## src/rtl/exc_ctrl_pkg.sv

```systemverilog
package exc_ctrl_pkg;

    typedef enum logic [1:0] {
        CAUSE_NONE = 2'b00,
        CAUSE_IRQ  = 2'b01,
        CAUSE_SMI  = 2'b10,
        CAUSE_MCHK = 2'b11
    } cause_e;

    typedef enum logic [1:0] {
        ST_IDLE    = 2'b00,
        ST_PEND    = 2'b01,
        ST_CHKSTOP = 2'b10
    } state_e;

    localparam int SRC_IRQ  = 0;
    localparam int SRC_SMI  = 1;
    localparam int SRC_MCHK = 2;
    localparam int NUM_SRC  = 3;

endpackage

```

## src/rtl/exc_sync.sv

```systemverilog
module exc_sync #(
    parameter int WIDTH  = 3,
    parameter int STAGES = 2
) (
    input  logic             clk,
    input  logic             rst,
    input  logic [WIDTH-1:0] async_in,
    output logic [WIDTH-1:0] sync_out
);
    localparam int LAST = STAGES - 1;

    logic [STAGES-1:0][WIDTH-1:0] stg;

    generate
        if (STAGES == 1) begin : g_single
            always_ff @(posedge clk) begin
                if (rst) stg <= '0;
                else     stg <= async_in;
            end
        end else begin : g_chain
            always_ff @(posedge clk) begin
                if (rst) stg <= '0;
                else     stg <= {stg[STAGES-2:0], async_in};
            end
        end
    endgenerate

    assign sync_out = stg[LAST];
endmodule

```

## src/rtl/exc_arbiter.sv

```systemverilog
module exc_arbiter
    import exc_ctrl_pkg::*;
(
    input  logic [NUM_SRC-1:0] src,
    input  logic               ee_bit,
    input  logic               me_bit,
    input  logic               mcpen_bit,
    output cause_e             win,
    output logic               chk_hit
);
    logic mc_ok, smi_ok, irq_ok;

    always_comb begin
        mc_ok   = src[SRC_MCHK] & mcpen_bit & me_bit;
        smi_ok  = src[SRC_SMI]  & ee_bit;
        irq_ok  = src[SRC_IRQ]  & ee_bit;
        chk_hit = src[SRC_MCHK] & mcpen_bit & ~me_bit;
        if (mc_ok)       win = CAUSE_MCHK;
        else if (smi_ok) win = CAUSE_SMI;
        else if (irq_ok) win = CAUSE_IRQ;
        else             win = CAUSE_NONE;
    end

    // a cleared pin enable never lets the machine check through
    always_comb begin
        a_r6_pin_gate: assert (mcpen_bit || (win != CAUSE_MCHK && !chk_hit));
    end
endmodule

```

## src/rtl/exc_ctrl.sv

```systemverilog
module exc_ctrl
    import exc_ctrl_pkg::*;
#(
    parameter int SYNC_STAGES = 2
) (
    input  logic       clk,
    input  logic       rst,
    input  logic       irq_in,
    input  logic       smi_in,
    input  logic       mchk_in,
    input  logic       ee_bit,
    input  logic       me_bit,
    input  logic       mcpen_bit,
    input  logic       taken,
    output logic       req,
    output logic [1:0] cause,
    output logic       clr_ee,
    output logic       clr_me,
    output logic       clk_en,
    output logic       out_en,
    output logic       chkstop
);
    logic [NUM_SRC-1:0] raw_src;
    logic [NUM_SRC-1:0] sync_src;
    cause_e             win;
    logic               chk_hit;
    state_e             state;
    cause_e             held;

    always_comb begin
        raw_src           = '0;
        raw_src[SRC_IRQ]  = irq_in;
        raw_src[SRC_SMI]  = smi_in;
        raw_src[SRC_MCHK] = mchk_in;
    end

    exc_sync #(.WIDTH(NUM_SRC), .STAGES(SYNC_STAGES)) u_sync (
        .clk      (clk),
        .rst      (rst),
        .async_in (raw_src),
        .sync_out (sync_src)
    );

    exc_arbiter u_arb (
        .src       (sync_src),
        .ee_bit    (ee_bit),
        .me_bit    (me_bit),
        .mcpen_bit (mcpen_bit),
        .win       (win),
        .chk_hit   (chk_hit)
    );

    // state register
    always_ff @(posedge clk) begin
        if (rst) begin
            state <= ST_IDLE;
            held  <= CAUSE_NONE;
        end else begin
            unique case (state)
                ST_IDLE: begin
                    if (chk_hit) begin
                        state <= ST_CHKSTOP;
                    end else if (win != CAUSE_NONE) begin
                        state <= ST_PEND;
                        held  <= win;
                    end
                end
                ST_PEND: begin
                    if (chk_hit) begin
                        state <= ST_CHKSTOP;
                        held  <= CAUSE_NONE;
                    end else if (taken) begin
                        state <= ST_IDLE;
                        held  <= CAUSE_NONE;
                    end
                end
                ST_CHKSTOP: begin
                    state <= ST_CHKSTOP;
                end
                default: begin
                    state <= ST_IDLE;
                    held  <= CAUSE_NONE;
                end
            endcase
        end
    end

    // outputs
    always_comb begin
        req     = 1'b0;
        cause   = CAUSE_NONE;
        clr_ee  = 1'b0;
        clr_me  = 1'b0;
        clk_en  = 1'b1;
        out_en  = 1'b1;
        chkstop = 1'b0;
        unique case (state)
            ST_IDLE: ;
            ST_PEND: begin
                req   = 1'b1;
                cause = held;
                if (taken) begin
                    clr_me = (held == CAUSE_MCHK);
                    clr_ee = (held != CAUSE_MCHK);
                end
            end
            ST_CHKSTOP: begin
                clk_en  = 1'b0;
                out_en  = 1'b0;
                chkstop = 1'b1;
            end
            default: ;
        endcase
    end

    // checkstop is sticky
    a_r10_sticky: assert property (@(posedge clk) disable iff (rst)
        chkstop |=> chkstop);

    // checkstop silences clock, outputs and requests
    a_r5_freeze: assert property (@(posedge clk) disable iff (rst)
        chkstop |-> (!clk_en && !out_en && !req));

    // request held with stable cause until taken
    a_r8_hold: assert property (@(posedge clk) disable iff (rst)
        (req && !taken) |=> ((req && $stable(cause)) || chkstop));

    // at most one clear pulse, only with taken on a live request
    a_r9_clear: assert property (@(posedge clk) disable iff (rst)
        (clr_ee || clr_me) |-> (taken && req && $onehot0({clr_ee, clr_me})));

    // request falls after being taken
    a_r9_drop: assert property (@(posedge clk) disable iff (rst)
        (req && taken) |=> !req);

    // cause is zero exactly when no request is offered
    a_r7_cause_idle: assert property (@(posedge clk) disable iff (rst)
        (req == (cause != 2'b00)));
endmodule

```

## config.mk

```make
export PLATFORM = sky130hd
export DESIGN_NAME = exc_ctrl
export DESIGN_NICKNAME = d
export VERILOG_FILES = /design/src/rtl/exc_ctrl_pkg.sv /design/src/rtl/exc_sync.sv /design/src/rtl/exc_arbiter.sv /design/src/rtl/exc_ctrl.sv
export SDC_FILE = /design/constraint.sdc
export NUM_CORES = 1
export LEC_CHECK = 0
export BUFFER_PORTS_ARGS = -buffer_cell sky130_fd_sc_hd__buf_4
export CAP_MARGIN = 20
export CORE_AREA = 2 2 39 41
export DETAILED_ROUTE_END_ITERATION = 16
export DIE_AREA = 0 0 41 43
export PLACE_DENSITY = 0.55
export SKIP_CTS_REPAIR_TIMING = 1
export SLEW_MARGIN = 20
export SYNTH_ARGS = -nofsm -noshare
export SYNTH_HDL_FRONTEND = slang
export SYNTH_SLANG_ARGS = --single-unit
```

## constraint.sdc

```tcl
create_clock -name clk -period 3.4 [get_ports clk]
set_input_delay 0.68 -clock clk [delete_from_list [all_inputs] [get_ports clk]]
set_output_delay 0.68 -clock clk [all_outputs]
set_load 0.02 [all_outputs]
```

==> impl_metrics.tcl <==
set metrics [dict create \
    syn2layout_area_growth_pct 35.1 \
    overflow 0 \
    via_per_inst 4.79 \
    reg2reg_from "state[1]" \
    slowest_stage "dfxtp_1" \
    drive_above_1_share_pct 33.8 \
    cp-endpoint "clr_me" \
    finalHoldViolations 0 \
    dr_total_vias 388 \
    power_density_nw_per_um2 399 \
    clk_pin_slew_ps 60 \
    final_nets 76 \
    rows 14 \
    cap_violations 0 \
    antenna_cells 0 \
    min_from "u_sync.stg[1]" \
    path_max_fanout 6 \
    core_um2 1380 \
    die_w_um 41 \
    numCtsBuffers 3 \
    grt_pass1_wl_mm 1.35 \
    clock-root-buffer "clkbuf_4" \
    clock_latency_ps 250 \
    rsz0062_at_grt "no" \
    cts_buffer_depth 2 \
    finalCriticalPeriod_ps 2060 \
    ir_drop_mv 0.177 \
    post-route-period-util_pct 60.5 \
    syn_area_per_cell_um2 8.99 \
    gr-usage-all-layers_pct 11.8 \
    path_cells "and2b_2 > and2_1 > and3_1 > buf_4" \
    worstPathRequired_ps 2720 \
    crit_path_end_kind "output pin" \
    gr-usage-met1_pct 15.0 \
    start_kind "flip-flop" \
    rrSetupSlack_ps 2260 \
    wl_per_cell_um 9.86 \
    status "finished clean" \
    p_total_uw 232 \
    drtPass1Iterations 4 \
    syn_area_um2 432 \
    finalWeightedCongestion 0.652 \
    initial_core_util_pct 31.2 \
    dpl.hpwl_um 637 \
    drc 0 \
    max_slew_margin_pct 78.5 \
    fmax_ghz 0.486 \
    worstSetupStartpoint "state[1]" \
    worstSetupPathType "flip-flop to output pin" \
    syn-num-nets 57 \
    drt-total-wl_um 799 \
    ys_types 24 \
    grt_pass1_vias 322 \
    syn_inst 48 \
    drtIter0Drc 3 \
    skew_ps 0.987 \
    die_y_um 43 \
    grt_use_met2_pct 15.6 \
    min_path_type "flip-flop to flip-flop" \
    fin_setup_tns_ps 0 \
    die-area_um2 1760 \
    finalSetupViolations 0 \
    antenna_found_initial 0 \
    arrival_ps 1380 \
    cp_slowest_stage_delay_ps 380 \
    cts_tree "built" \
    use_met3_pct 4.71 \
    leakage_uw 0.000262 \
    tightestPinTransition_ps 314 \
    utilization_pct 42.1 \
    numClockSinks 10 \
    grt_busiest_layer "met2" \
    ys_ff_latch 10 \
    drv_slew 0 \
    boundaryPins 17 \
    io_buffers 16 \
    yosys_warnings 0 \
    cts-htree-levels 1 \
    ys_seq_area_share_pct 46.4 \
    reg2reg_to "held[0]" \
    reg2reg_depth 4 \
    grt_max_degree 13 \
    drtAntennaViolNets 0 \
]
[area by class of cell]
class,instances,area [um2]
multi-input combinational,33,209
clock buffer,3,22.5
sequential,10,200
timing repair buffer,16,120
fill,151,801
tap,16,20.0
inverter,3,11.3
[cell usage after synthesis (all sizes together)]
master	n	share of area, %
a2111oi	1	2.0
a21oi	3	3.5
a31oi	1	1.5
and2	2	2.9
and2b	1	2.0
and3	3	4.6
buf	1	1.7
clkbuf	1	0.87
dfxtp	10	46
inv	3	2.6
nand2	2	1.7
nand2b	2	2.9
nand3	1	1.2
nor2	1	0.87
nor2b	6	8.7
o211ai	1	1.7
o21ai	3	3.5
o311a	1	2.3
o32ai	2	4.1
or2	1	1.5
or2b	1	1.7
or3	1	1.7
[critical path, delay by kind of cell, from the launching register on]
family	cells	cell delay [ps]
simple gates	3	590
buf+inv	1	150
flops	1	380
[flip-flops by register name, summed over array words and instances, names as in the netlist]
signal / count
held: 2
state: 2
u_sync.sync_out: 3
u_sync.stg: 3
[layout by cell type, fill, tap and decap left out, types with 3 or more instances in the layout]
cell type / instances
buf_4: 16
inv_1: 3
nor2b_1: 6
dfxtp_1: 10
clkbuf_4: 3
a21oi_1: 3
[metal layers]
metal  share of wire (%)  wire (um)
met3                 8.6         69
met1                  44        351
met4                0.75          6
met2                  46        371
met5                   0          0
[report_power, final]
part	internal [uW]	leakage [uW]	switching (uW)
Combinational	17.7	0.000167	15.5
Sequential	122	0.0000821	2.54
Clock	40.5	0.0000138	34.1
Total	180	0.000262	52.1
[kinds of logic after synthesis]
| logic type | share of synthesized area, % |
|---|---|
| flip-flops | 46.4 |
| AO/OA/AOI/OAI | 18.6 |
| buffers and inverters | 5.22 |
| AND/OR/NAND/NOR | 29.9 |
[metrics by stage]
stage | instance area, um2 | setup slack [ps] | instances | hold slack [ps]
after floorplan | 432 | 1550 | 48 | 414
after global placement | 561 | 1620 | 78 | 416
after detailed placement | 561 | 1620 | 78 | 426
after CTS | 583 | 1330 | 81 | 441
after global routing | 583 | 1250 | 81 | 456
final | 583 | 1340 | 81 | 435
[worst min path at each step]
stage / end / slack [ps] / cells after the start
after floorplan: u_sync.sync_out[0] / 410 / 1
after global placement: u_sync.sync_out[2] / 420 / 1
after detailed placement: u_sync.sync_out[1] / 430 / 1
after CTS: u_sync.sync_out[1] / 440 / 1
after global routing: u_sync.sync_out[0] / 460 / 1
final: u_sync.sync_out[1] / 440 / 1
No activity file was read; power rests on OpenSTA's default activity.
